File: config.mk
export PLATFORM = sky130hd
export DESIGN_NAME = ser_tx_top
export DESIGN_NICKNAME = d
export VERILOG_FILES = /design/src/rtl/ser_tx_pkg.sv /design/src/rtl/ser_tx_fifo.sv /design/src/rtl/ser_tx_shift.sv /design/src/rtl/ser_tx_top.sv
export SDC_FILE = /design/constraint.sdc
export NUM_CORES = 1
export LEC_CHECK = 0
export BUFFER_PORTS_ARGS = -buffer_cell sky130_fd_sc_hd__buf_2
export CAP_MARGIN = 20
export CORE_ASPECT_RATIO = 0.6
export CORE_MARGIN = 3
export CORE_UTILIZATION = 47
export CTS_CLUSTER_SIZE = 10
export DETAILED_ROUTE_END_ITERATION = 16
export GPL_TIMING_DRIVEN = 0
export MAX_ROUTING_LAYER = met4
export PLACE_DENSITY_LB_ADDON = 0.1
export REMOVE_ABC_BUFFERS = 1
export SYNTH_ARGS = -nofsm -noshare
export SYNTH_HDL_FRONTEND = slang
export SYNTH_SLANG_ARGS = --single-unit
File: constraint.sdc
create_clock -name clk_i -period 2.8 [get_ports clk_i]
set_input_delay 0.56 -clock clk_i [delete_from_list [all_inputs] [get_ports clk_i]]
set_output_delay 0.56 -clock clk_i [all_outputs]
set_load 0.05 [all_outputs]
File: src/rtl/ser_tx_pkg.sv
package ser_tx_pkg;
  localparam int unsigned DATA_W = 8;
  localparam int unsigned OVS    = 16;
  localparam int unsigned FRAME_W = DATA_W + 4; // start, data, parity, two stops
endpackage

File: src/rtl/ser_tx_fifo.sv
module ser_tx_fifo #(
  parameter int unsigned DEPTH = 4,
  parameter int unsigned DW    = 8
) (
  input  logic          clk_i,
  input  logic          rst_ni,
  input  logic          en_i,
  input  logic          push_i,
  input  logic [DW-1:0] data_i,
  input  logic          pop_i,
  output logic [DW-1:0] data_o,
  output logic          empty_o,
  output logic          full_o
);
  localparam int unsigned AW = (DEPTH > 1) ? $clog2(DEPTH) : 1;
  localparam int unsigned CW = $clog2(DEPTH + 1);

  logic [DW-1:0] mem_q [DEPTH];
  logic [AW-1:0] wptr_q, rptr_q;
  logic [CW-1:0] cnt_q;
  logic          do_push, do_pop;

  assign full_o  = (cnt_q == CW'(DEPTH));
  assign empty_o = (cnt_q == '0);
  assign do_push = en_i && push_i && !full_o;
  assign do_pop  = en_i && pop_i && !empty_o;
  assign data_o  = mem_q[rptr_q];

  function automatic logic [AW-1:0] nxt(input logic [AW-1:0] p);
    return (p == AW'(DEPTH - 1)) ? '0 : p + 1'b1;
  endfunction

  always_ff @(posedge clk_i or negedge rst_ni) begin
    if (!rst_ni) begin
      wptr_q <= '0;
      rptr_q <= '0;
      cnt_q  <= '0;
    end else if (!en_i) begin
      wptr_q <= '0;
      rptr_q <= '0;
      cnt_q  <= '0;
    end else begin
      if (do_push) wptr_q <= nxt(wptr_q);
      if (do_pop)  rptr_q <= nxt(rptr_q);
      case ({do_push, do_pop})
        2'b10:   cnt_q <= cnt_q + 1'b1;
        2'b01:   cnt_q <= cnt_q - 1'b1;
        default: cnt_q <= cnt_q;
      endcase
    end
  end

  always_ff @(posedge clk_i) begin
    if (do_push) mem_q[wptr_q] <= data_i;
  end

  assert_no_overflow_R11: assert property (@(posedge clk_i) disable iff (!rst_ni)
    cnt_q <= CW'(DEPTH));
  assert_flush_R8: assert property (@(posedge clk_i) disable iff (!rst_ni)
    !en_i |=> empty_o);
  assert_full_drop_R11: assert property (@(posedge clk_i) disable iff (!rst_ni)
    (en_i && full_o && push_i && !pop_i) |=> full_o);
endmodule

File: src/rtl/ser_tx_shift.sv
module ser_tx_shift
  import ser_tx_pkg::*;
(
  input  logic              clk_i,
  input  logic              rst_ni,
  input  logic              en_i,
  input  logic              tick_i,
  input  logic              empty_i,
  input  logic [DATA_W-1:0] data_i,
  input  logic              par_en_i,
  input  logic              par_odd_i,
  input  logic              stop2_i,
  output logic              pop_o,
  output logic              busy_o,
  output logic              line_o
);
  localparam int unsigned CNT_W = $clog2(OVS);
  localparam int unsigned BL_W  = $clog2(FRAME_W + 1);

  logic [FRAME_W-1:0] shreg_q, frame_d;
  logic [CNT_W-1:0]   cnt_q;
  logic [BL_W-1:0]    left_q, nbits_d;
  logic               busy_q, bit_end, last_bit, load;

  always_comb begin
    frame_d = '1;
    frame_d[0] = 1'b0;
    frame_d[DATA_W:1] = data_i;
    if (par_en_i) frame_d[DATA_W+1] = par_odd_i ^ (^data_i);
    nbits_d = BL_W'(DATA_W + 2) + BL_W'(par_en_i) + BL_W'(stop2_i);
  end

  assign bit_end  = busy_q && tick_i && (cnt_q == CNT_W'(OVS - 1));
  assign last_bit = bit_end && (left_q == BL_W'(1));
  assign load     = en_i && tick_i && !empty_i && (!busy_q || last_bit);

  always_ff @(posedge clk_i or negedge rst_ni) begin
    if (!rst_ni) begin
      shreg_q <= '1;
      cnt_q   <= '0;
      left_q  <= '0;
      busy_q  <= 1'b0;
    end else if (!en_i) begin
      shreg_q <= '1;
      cnt_q   <= '0;
      left_q  <= '0;
      busy_q  <= 1'b0;
    end else if (load) begin
      shreg_q <= frame_d;
      left_q  <= nbits_d;
      cnt_q   <= '0;
      busy_q  <= 1'b1;
    end else if (bit_end) begin
      shreg_q <= {1'b1, shreg_q[FRAME_W-1:1]};
      left_q  <= left_q - 1'b1;
      cnt_q   <= '0;
      if (last_bit) busy_q <= 1'b0;
    end else if (busy_q && tick_i) begin
      cnt_q <= cnt_q + 1'b1;
    end
  end

  assign pop_o  = load;
  assign busy_o = busy_q;
  assign line_o = shreg_q[0];

  assert_abort_R3: assert property (@(posedge clk_i) disable iff (!rst_ni)
    !en_i |=> (!busy_q && shreg_q[0]));
  assert_start_low_R5: assert property (@(posedge clk_i) disable iff (!rst_ni)
    $rose(busy_q) |-> !shreg_q[0]);
  assert_tick_only_R5: assert property (@(posedge clk_i) disable iff (!rst_ni)
    (en_i && !tick_i) |=> $stable(shreg_q[0]));
  assert_left_live_R7: assert property (@(posedge clk_i) disable iff (!rst_ni)
    busy_q |-> (left_q != '0));
endmodule

File: src/rtl/ser_tx_top.sv
module ser_tx_top #(
  parameter int unsigned DEPTH = 4
) (
  input  logic       clk_i,
  input  logic       rst_ni,
  input  logic       tick_i,
  input  logic       wr_i,
  input  logic [7:0] wr_data_i,
  output logic       wr_full_o,
  input  logic       tx_en_i,
  input  logic       port_we_i,
  input  logic       port_dir_i,
  input  logic       port_dat_i,
  input  logic       par_en_i,
  input  logic       par_odd_i,
  input  logic       stop2_i,
  output logic       txd_o,
  output logic       txd_oe_o,
  output logic       tx_end_o
);
  logic       port_dir_q, port_dat_q;
  logic       empty, pop, busy, line;
  logic [7:0] head;

  always_ff @(posedge clk_i or negedge rst_ni) begin
    if (!rst_ni) begin
      port_dir_q <= 1'b1;
      port_dat_q <= 1'b1;
    end else if (port_we_i) begin
      port_dir_q <= port_dir_i;
      port_dat_q <= port_dat_i;
    end
  end

  ser_tx_fifo #(.DEPTH(DEPTH), .DW(8)) u_fifo (
    .clk_i, .rst_ni, .en_i(tx_en_i), .push_i(wr_i), .data_i(wr_data_i),
    .pop_i(pop), .data_o(head), .empty_o(empty), .full_o(wr_full_o)
  );

  ser_tx_shift u_shift (
    .clk_i, .rst_ni, .en_i(tx_en_i), .tick_i, .empty_i(empty), .data_i(head),
    .par_en_i, .par_odd_i, .stop2_i, .pop_o(pop), .busy_o(busy), .line_o(line)
  );

  // enable hands the pin to the port bits combinationally
  assign txd_o    = tx_en_i ? line : port_dat_q;
  assign txd_oe_o = tx_en_i ? 1'b1 : port_dir_q;
  assign tx_end_o = !tx_en_i || (!busy && empty);

  assert_end_mark_R9: assert property (@(posedge clk_i) disable iff (!rst_ni)
    (tx_en_i && tx_end_o) |-> txd_o);
  assert_end_empty_R8: assert property (@(posedge clk_i) disable iff (!rst_ni)
    tx_end_o |-> !wr_full_o || !tx_en_i);
endmodule

==> results of run 1 <==
## layout make-up
type / instances / area, um2 / share of cell area
Sequential cell: 60 / 1680 / 0.516
Timing Repair Buffer: 22 / 110 / 0.0339
Clock buffer: 14 / 163 / 0.0501
Multi-Input combinational cell: 139 / 1150 / 0.353
Clock inverter: 2 / 35.0 / 0.0108
Inverter: 5 / 18.8 / 0.00578
Tap cell: 80 / 100 / 0.0308
## registers in the layout (all words and copies together), names as in the netlist
signal and cells:
port_dat_q 1, u_shift.cnt_q 4, u_fifo.cnt_q 3, port_dir_q 1
u_fifo.wptr_q 2, u_shift.left_q 4, u_shift.busy_o 1, u_fifo.rptr_q 2
u_fifo.mem_q 32, u_shift.shreg_q 10
## cells by family (layout without fill, tap and decap cells)
logic type / after synthesis / count (layout) / synth area share
AOI/OAI and AO/OA: 52 / 52 / 0.126
xor gates and xnor gates: 11 / 11 / 0.0407
adders and majority gates: 9 / 9 / 0.0416
DFF: 60 / 60 / 0.580
muxes: 15 / 15 / 0.0935
buffers and inverters: 17 / 43 / 0.0286
and+or+nand+nor: 52 / 52 / 0.0888
## worst reg2reg max path, delay by kind of cell (launching register included)
kind | cells | cell delay, ps
and+or+nand+nor | 3 | 870
DFF | 1 | 420
AOI/OAI and AO/OA | 3 | 660
adders and majority gates | 2 | 640
## how the worst max path moves through the flow
stage,startpoint,slack [ps],to,depth (start not counted)
floorplan,u_fifo.cnt_q[0]$_DFFE_PN0P_,60,tx_end_o,1
global placement,tick_i,-630,u_shift.left_q[2]$_DFFE_PN0P_,6
detailed placement,tick_i,-80,u_shift.left_q[2]$_DFFE_PN0P_,6
CTS,u_shift.left_q[0]$_DFFE_PN0P_,130,u_fifo.cnt_q[2]$_DFFE_PN0P_,8
global route,u_shift.left_q[1]$_DFFE_PN0P_,20,u_fifo.cnt_q[2]$_DFFE_PN0P_,9
finish,u_shift.left_q[0]$_DFFE_PN0P_,110,u_fifo.cnt_q[2]$_DFFE_PN0P_,8
## cell usage in the layout (no fill, tap or decap), drive strengths merged, types with 2 or more instances in the layout
master / instances
a211o: 7
a21oi: 13
and3: 4
buf: 22
clkbuf: 14
clkinv: 2
dfrtp: 16
dfstp: 12
edfxtp: 32
ha: 8
inv: 4
mux2: 4
mux2i: 3
mux4: 8
nand2: 7
nand2b: 2
nand3: 6
nor2: 18
nor2b: 2
nor3: 6
o21a: 2
o21ai: 14
or2: 2
xnor2: 7
xor2: 3
## stage by stage
| step | total power [mW] | util | hold slack, ps | TNS, ps |
|---|---|---|---|---|
| final | 2.21 | 0.565 | 228 | 0 |
| after detailed placement | 1.43 | 0.528 | 495 | -131 |
| after CTS | 2.23 | 0.565 | 243 | 0 |
| after global routing | 2.32 | 0.565 | 261 | 0 |
| after global placement | 1.42 | 0.528 | 490 | -4240 |
| after floorplan | 1.32 | - | 264 | 0 |
## layer usage
metal / routed length (um) / GRT usage / vias to the layer above
li1: - / - / 860
met1: 2980 / 0.271 / 939
met2: 2470 / 0.247 / 45
met3: 315 / 0.0678 / 11
met4: 118 / 0.0670 / 0
met5: 0 / - / -
## power breakdown
part / internal, mW / switching (mW) / total, mW
sequential: 1.01 / 0.0658 / 1.07
clock: 0.459 / 0.328 / 0.787
combinational: 0.150 / 0.193 / 0.343
## what timing repair did
| action | CTS | global route |
|---|---|---|
| resized for setup | 2 | 0 |
| endpoints found under the hold margin | 0 | 0 |
| setup endpoints to repair | 2 | 0 |
==> impl_metrics.toml, run 1 <==
[setup_path]
cpPeakStageDelay_ps = 560
required_ps = 3060
rr_worst_depth = 8
arrival_ps = 2950
path_max_fanout = 7
r2r_setup_slack_ps = 110
worst_setup_path_start_kind = "flip-flop"
crit_slowest_cell = "or4_1"
r2r_start = "u_shift.left_q[0]$_DFFE_PN0P_"
path_cells = "ha_1, nand4_1, o31a_1, nor3_1, fa_1, or4_1, a21o_1, a21oi_1"
r2r_end = "u_fifo.cnt_q[2]$_DFFE_PN0P_"
worstSetupPathType = "reg -> reg"
critPathBufInv = 0
end_kind = "flip-flop"
crit_family = "simple AND/OR/NAND/NOR gates"

[synth]
synthTopCellsByArea = "edfxtp_1 33%, dfrtp_1 14%, dfstp_2 11%, mux4_1 3.6%, ha_1 3.5%"
synth_area_leader_cell = "edfxtp_1"
synthFlopType = "edfxtp_1"
synth_common_cells = "32 x edfxtp_1, 18 x nor2_1, 16 x dfrtp_1"
syn_area_mm2 = 0.00289
ys_ff_latch = 60
synth.top_cell.area_share = 0.333
syn_avg_cell_area_um2 = 13.4
synth_warnings = 0
yosysSeqAreaShare = 0.580
synth_cell_type_count = 51
synthCells = 216
synth-edff-count = 32
synth_most_common_cell = "edfxtp_1"
ys_async_sr_fraction = 0.467

[timing]
rsz0062_at_grt = "no"
layout_setup_ws_ps = 106
relSlewSlack = 0.588
finalSetupViolCount = 0
tightest_slew_ps = 611
finalClockSkew_ps = 6.26
slew_viol_final = 0
hold_viol_final = 0
period_share = 0.962
fmax_mhz = 371
fin_crit_ps = 2690

[clocking]
path_clk_slew_ps = 60
cts.path.max_buffers = 2
clock_latency_ps = 350
h-tree-depth = 3
cts_num_sinks = 60
cts_tree = "done"
hold_buffers = 0
cts_setup_buffers = 0
root_buffer = "clkbuf_8"
cts_buffers = 9

[floorplanning]
dieArea_mm2 = 0.00715
die_h_um = 66.7
fp-row-count = 21
start_util = 0.502
core_mm2 = 0.00575
io_pins = 23
die_x_um = 107

[detailed_routing]
wl_per_cell_um = 18.3
drc = 0
drt-initial-drc-count = 122
vias_per_cell = 5.76
routed_wl_um = 5890
ant_nets = 0
detail_route.first_pass.iterations = 4
vias = 1855

[power]
powerDensity_mw_per_mm2 = 679
p_leak_nw = 1.22
peakVddDrop_uv = 300

[global_routing]
grt_pass1_vias = 1773
grt_max_degree = 29
grtUsageTotal = 0.190
grt_pass1_wl_um = 9520
antenna_found_initial = 0
overflow = 0

[finish]
antennaDiodeCount = 0
fin_nets = 265
final_layout_size_suffix_gt1_frac = 0.260
fin_area_mm2 = 0.00325
final_cells = 322
area_delta_synth_final_pct = 12.5
nFillCells = 504

[run]
maxCapViolCount = 0

[placed_design]
hpwlAfterDp_um = 4010
portBuffers = 22
gp_congestion = 0.848
post_dp_cell_area_mm2 = 0.00304
pre_cts_slack_ps = -84.7
dp.cells = 306

[hold_path]
min_path_type = "in -> async"

[run_status]
status = "finished clean"
Power figures use the tool's default switching activity.
==> run 2: changes to the inputs <==
Settings changed: REMOVE_ABC_BUFFERS 1 to default.
==> impl_metrics.toml, run 2 (synthesis gave the netlist of run 1 again) <==
[timing]
finalSetupTns_ps = 0
layout_setup_ws_ps = 151
slew_viol_final = 0
hold_viol_final = 0
fin_crit_ps = 2650
fmax_mhz = 378
tightest_slew_ps = 642
finalClockSkew_ps = 8.64
finalSetupViolCount = 0
relSlewSlack = 0.572
period_share = 0.946
rsz0062_at_grt = "no"

[detailed_routing]
ant_nets = 0
vias = 1860
wl_per_cell_um = 17.2
detail_route.first_pass.iterations = 4
vias_per_cell = 5.57
drc = 0
routed_wl_um = 5750
drt-initial-drc-count = 135

[finish]
layout_common_cells = "32 x edfxtp_1, 25 x buf_2, 18 x nor2_1, 16 x dfrtp_1, 14 x o21ai_0"
area_delta_synth_final_pct = 15.2
nFillCells = 485
final_core_util = 0.579
antennaDiodeCount = 0
fin_nets = 277
largest_register = "u_fifo.mem_q"
final_common_cell = "edfxtp_1"
final_layout_size_suffix_gt1_frac = 0.260
largest_register_ffs = 32
fin_area_mm2 = 0.00333
top_regs = "u_fifo.mem_q: 32 flops, u_shift.shreg_q: 10 flops"

[clocking]
cts_num_sinks = 60
cts.path.max_buffers = 2
cts_setup_buffers = 0
cts_buffers = 9
h-tree-depth = 3
clock_latency_ps = 340
root_buffer = "clkbuf_8"
cts_tree = "done"
path_clk_slew_ps = 70
post_cts_resized = 0
hold_buffers = 0

[power]
p_leak_nw = 1.27
peakVddDrop_uv = 335
powerDensity_mw_per_mm2 = 704

[run_status]
status = "finished clean"

[run]
maxCapViolCount = 0

[setup_path]
crit_slowest_cell = "or4_1"
worst_setup_path_start_kind = "flip-flop"
path_max_fanout = 10
crit_family = "simple AND/OR/NAND/NOR gates"
r2r_start = "u_fifo.cnt_q[2]$_DFFE_PN0P_"
arrival_ps = 2910
path_cells = "nor3b_2, nor2b_1, clkbuf_1, nor3_1, fa_1, or4_1, a21o_1, a21oi_1"
cpPeakStageDelay_ps = 550
worstSetupPathType = "reg -> reg"
rr_worst_depth = 8
r2r_setup_slack_ps = 150
required_ps = 3060
critPathBufInv = 1
r2r_end = "u_fifo.cnt_q[2]$_DFFE_PN0P_"
end_kind = "flip-flop"

[placed_design]
post_dp_cell_area_mm2 = 0.00310
hpwlAfterDp_um = 4090
gp_congestion = 0.791
portBuffers = 22
pre_cts_slack_ps = 174

[global_routing]
overflow = 0
grt_max_degree = 29
grtUsageTotal = 0.190
antenna_found_initial = 0
grt_pass1_wl_um = 9760
grt_pass1_vias = 1821

[floorplanning]
die_x_um = 107
dieArea_mm2 = 0.00715
io_pins = 23
core_mm2 = 0.00575
die_h_um = 66.7
start_util = 0.502
fp-row-count = 21

[synth]
syn-num-nets = 244

[hold_path]
min_path_type = "in -> async"
## run 2: worst reg2reg max path: cells and delay by family (launching register included)
kind,cells,cell delay (ps)
adder cells (fa/ha/maj),1,410
AO/OA/AOI/OAI,2,310
buffers and inverters,1,380
flip-flops,1,450
AND/OR/NAND/NOR,4,1020
## run 2: worst max path at each step
stage,depth (start not counted),endpoint,startpoint
after floorplan,1,tx_end_o,u_fifo.cnt_q[0]$_DFFE_PN0P_
after global placement,8,u_fifo.cnt_q[2]$_DFFE_PN0P_,wr_i
after detailed placement,8,u_fifo.cnt_q[2]$_DFFE_PN0P_,wr_i
after CTS,8,u_fifo.cnt_q[2]$_DFFE_PN0P_,u_fifo.cnt_q[2]$_DFFE_PN0P_
after global routing,8,u_fifo.cnt_q[2]$_DFFE_PN0P_,u_fifo.cnt_q[2]$_DFFE_PN0P_
final,8,u_fifo.cnt_q[2]$_DFFE_PN0P_,u_fifo.cnt_q[2]$_DFFE_PN0P_
## run 2: area by class of cell
| cell class | instances | area [um2] | share of cell area |
|---|---|---|---|
| clock inverter | 6 | 103 | 0.0308 |
| buffer | 12 | 63.8 | 0.0192 |
| tap | 80 | 100 | 0.0301 |
| sequential | 60 | 1680 | 0.504 |
| multi-input combinational | 139 | 1130 | 0.339 |
| clock buffer | 10 | 128 | 0.0383 |
| inverter | 5 | 18.8 | 0.00564 |
| timing repair buffer | 22 | 110 | 0.0331 |
## run 2: metrics by stage
step                hold WS, ps  std cells  total power [mW]
finish                      234        334              2.34
global route                274        334              2.45
CTS                         246        334              2.36
detailed placement          491        318              1.44
global placement            492        318              1.43
floorplan                   264        216              1.33
## run 2: where the power goes
group	switching [mW]	total, mW	internal (mW)	leakage, nW
registers	0.0480	1.06	1.01	0.632
logic	0.208	0.367	0.159	0.522
clock network	0.337	0.920	0.584	0.115
total	0.593	2.34	1.75	1.27
## run 2: metal layers
layer / vias up / track usage / share of wire
li1: 888 / - / -
met1: 925 / 0.279 / 0.53
met2: 40 / 0.255 / 0.41
met3: 7 / 0.0552 / 0.047
met4: 0 / 0.0574 / 0.010
met5: - / - / 0
==> run 3: changes to the inputs <==
Settings changed: CORE_MARGIN 3 to default.
Clock period 2.8 ns to 2.9 ns, I/O delays scaled along.
==> impl_metrics.toml, run 3 (synthesis gave the netlist of run 1 again) <==
[setup_path]
worst_setup_path_start_kind = "flip-flop"
required_ps = 3170
end_kind = "flip-flop"
arrival_ps = 2980
path_max_fanout = 10
path_cells = "nor3b_2, nor2b_1, clkbuf_1, nor3_1, fa_1, or4_1, a21o_1, a21oi_1"
cpPeakStageDelay_ps = 570
crit_slowest_cell = "or4_1"
worstSetupPathType = "reg -> reg"

[detailed_routing]
ant_nets = 0
routed_wl_um = 5860
drc = 0
vias_per_cell = 5.60
wl_per_cell_um = 17.5
vias = 1872
detail_route.first_pass.iterations = 4
drt-initial-drc-count = 120

[finish]
layout_common_cells = "32 x edfxtp_1, 25 x buf_2, 18 x nor2_1, 16 x dfrtp_1, 14 x o21ai_0"
antennaDiodeCount = 0
top_regs = "u_fifo.mem_q: 32 flops, u_shift.shreg_q: 10 flops"
largest_register = "u_fifo.mem_q"
fin_nets = 277
final_layout_size_suffix_gt1_frac = 0.272
area_delta_synth_final_pct = 15.0
final_common_cell = "edfxtp_1"
largest_register_ffs = 32
nFillCells = 475
final_core_util = 0.578

[clocking]
h-tree-depth = 3
root_buffer = "clkbuf_8"
cts_tree = "done"
cts_buffers = 9
path_clk_slew_ps = 70
cts_num_sinks = 60
post_cts_resized = 0
hold_buffers = 0
cts_setup_buffers = 0
cts.path.max_buffers = 2
clock_latency_ps = 350

[hold_path]
min_path_type = "in -> async"

[power]
p_leak_nw = 1.26
power_frac_seq = 0.459
peakVddDrop_uv = 321
p_int_mw = 1.61
netSwitchingFraction = 0.274
p_comb_frac = 0.160
p_clk_frac = 0.381
switching_power_mw = 0.610
powerDensity_mw_per_mm2 = 669

[timing]
slew_viol_final = 0
period_share = 0.934
layout_setup_ws_ps = 193
rsz0062_at_grt = "no"
finalClockSkew_ps = 10.2
finalSetupViolCount = 0
relSlewSlack = 0.561
fmax_mhz = 369
hold_viol_final = 0
fin_crit_ps = 2710
tightest_slew_ps = 652
finalSetupTns_ps = 0

[placed_design]
pre_cts_slack_ps = 230
portBuffers = 22
gp_congestion = 0.810
hpwlAfterDp_um = 3990

[floorplanning]
die_h_um = 62.7
die_x_um = 103
core_mm2 = 0.00575
fp-row-count = 21
dieArea_mm2 = 0.00647
io_pins = 23
start_util = 0.502

[global_routing]
grt_pass1_vias = 1807
grt_pass1_wl_um = 9450
grt_max_degree = 29
antenna_found_initial = 0
overflow = 0
grtUsageTotal = 0.210

[run_status]
status = "finished clean"

[synth]
syn-num-nets = 244

[run]
maxCapViolCount = 0
run 3: metal layers:
metal	part of all wire	vias up	GRT usage	wire length (um)
li1	-	890	-	-
met1	0.52	920	0.312	3050
met2	0.40	56	0.263	2360
met3	0.068	6	0.0839	400
met4	0.0084	0	0.0581	49
met5	0	-	-	0
run 3: critical path: cells and delay by family, from the launching register on:
| kind | cells | cell delay [ps] |
|---|---|---|
| simple gates | 4 | 1060 |
| flops | 1 | 460 |
| fa+ha+maj | 1 | 420 |
| compound gates | 2 | 330 |
| buf+inv | 1 | 370 |
run 3: stage by stage:
step / hold WS, ps / power, mW / std cells / area [um2]
after floorplan: 284 / 1.29 / 216 / 2890
after global placement: 491 / 1.39 / 318 / 3100
after detailed placement: 491 / 1.39 / 318 / 3100
after CTS: 274 / 2.23 / 334 / 3320
after global routing: 297 / 2.31 / 334 / 3320
final: 254 / 2.22 / 334 / 3320
run 3: area by class of cell:
class,count,area [um2],area share
buffer,12,63.8,0.0192
sequential,60,1680,0.505
tap,80,100,0.0301
multi-input combinational,139,1130,0.340
inverter,5,18.8,0.00565
clock inverter,7,100,0.0301
timing repair buffer,22,110,0.0331
clock buffer,9,124,0.0373
run 3: worst paths after layout:
kind                       cells after the start                             end  slack [ps]                            from
hold reg to reg                                2  u_shift.shreg_q[3]$_DFFE_PN1P_         510  u_shift.shreg_q[3]$_DFFE_PN1P_
setup / recovery                               8     u_fifo.cnt_q[2]$_DFFE_PN0P_         190     u_fifo.cnt_q[2]$_DFFE_PN0P_
setup reg to reg                               8     u_fifo.cnt_q[2]$_DFFE_PN0P_         190     u_fifo.cnt_q[2]$_DFFE_PN0P_
max in group asynchronous                      1    u_shift.cnt_q[3]$_DFFE_PN0P_        2220                          rst_ni
min in group clk_i                             1    u_fifo.mem_q[2][4]$_DFFE_PP_         450                    wr_data_i[4]
hold / removal                                 1   u_shift.left_q[1]$_DFFE_PN0P_         250                          rst_ni
run 3: power by group through the flow:
| stage | clock network, mW | logic [mW] | registers (mW) |
|---|---|---|---|
| 2_1_floorplan | 0 | 0.264 | 1.02 |
| 3_3_place_gp | 0 | 0.350 | 1.04 |
| 3_5_place_dp | 0 | 0.353 | 1.04 |
| 4_1_cts | 0.854 | 0.358 | 1.02 |
| 5_1_grt | 0.889 | 0.396 | 1.03 |
| 6_report | 0.848 | 0.356 | 1.02 |
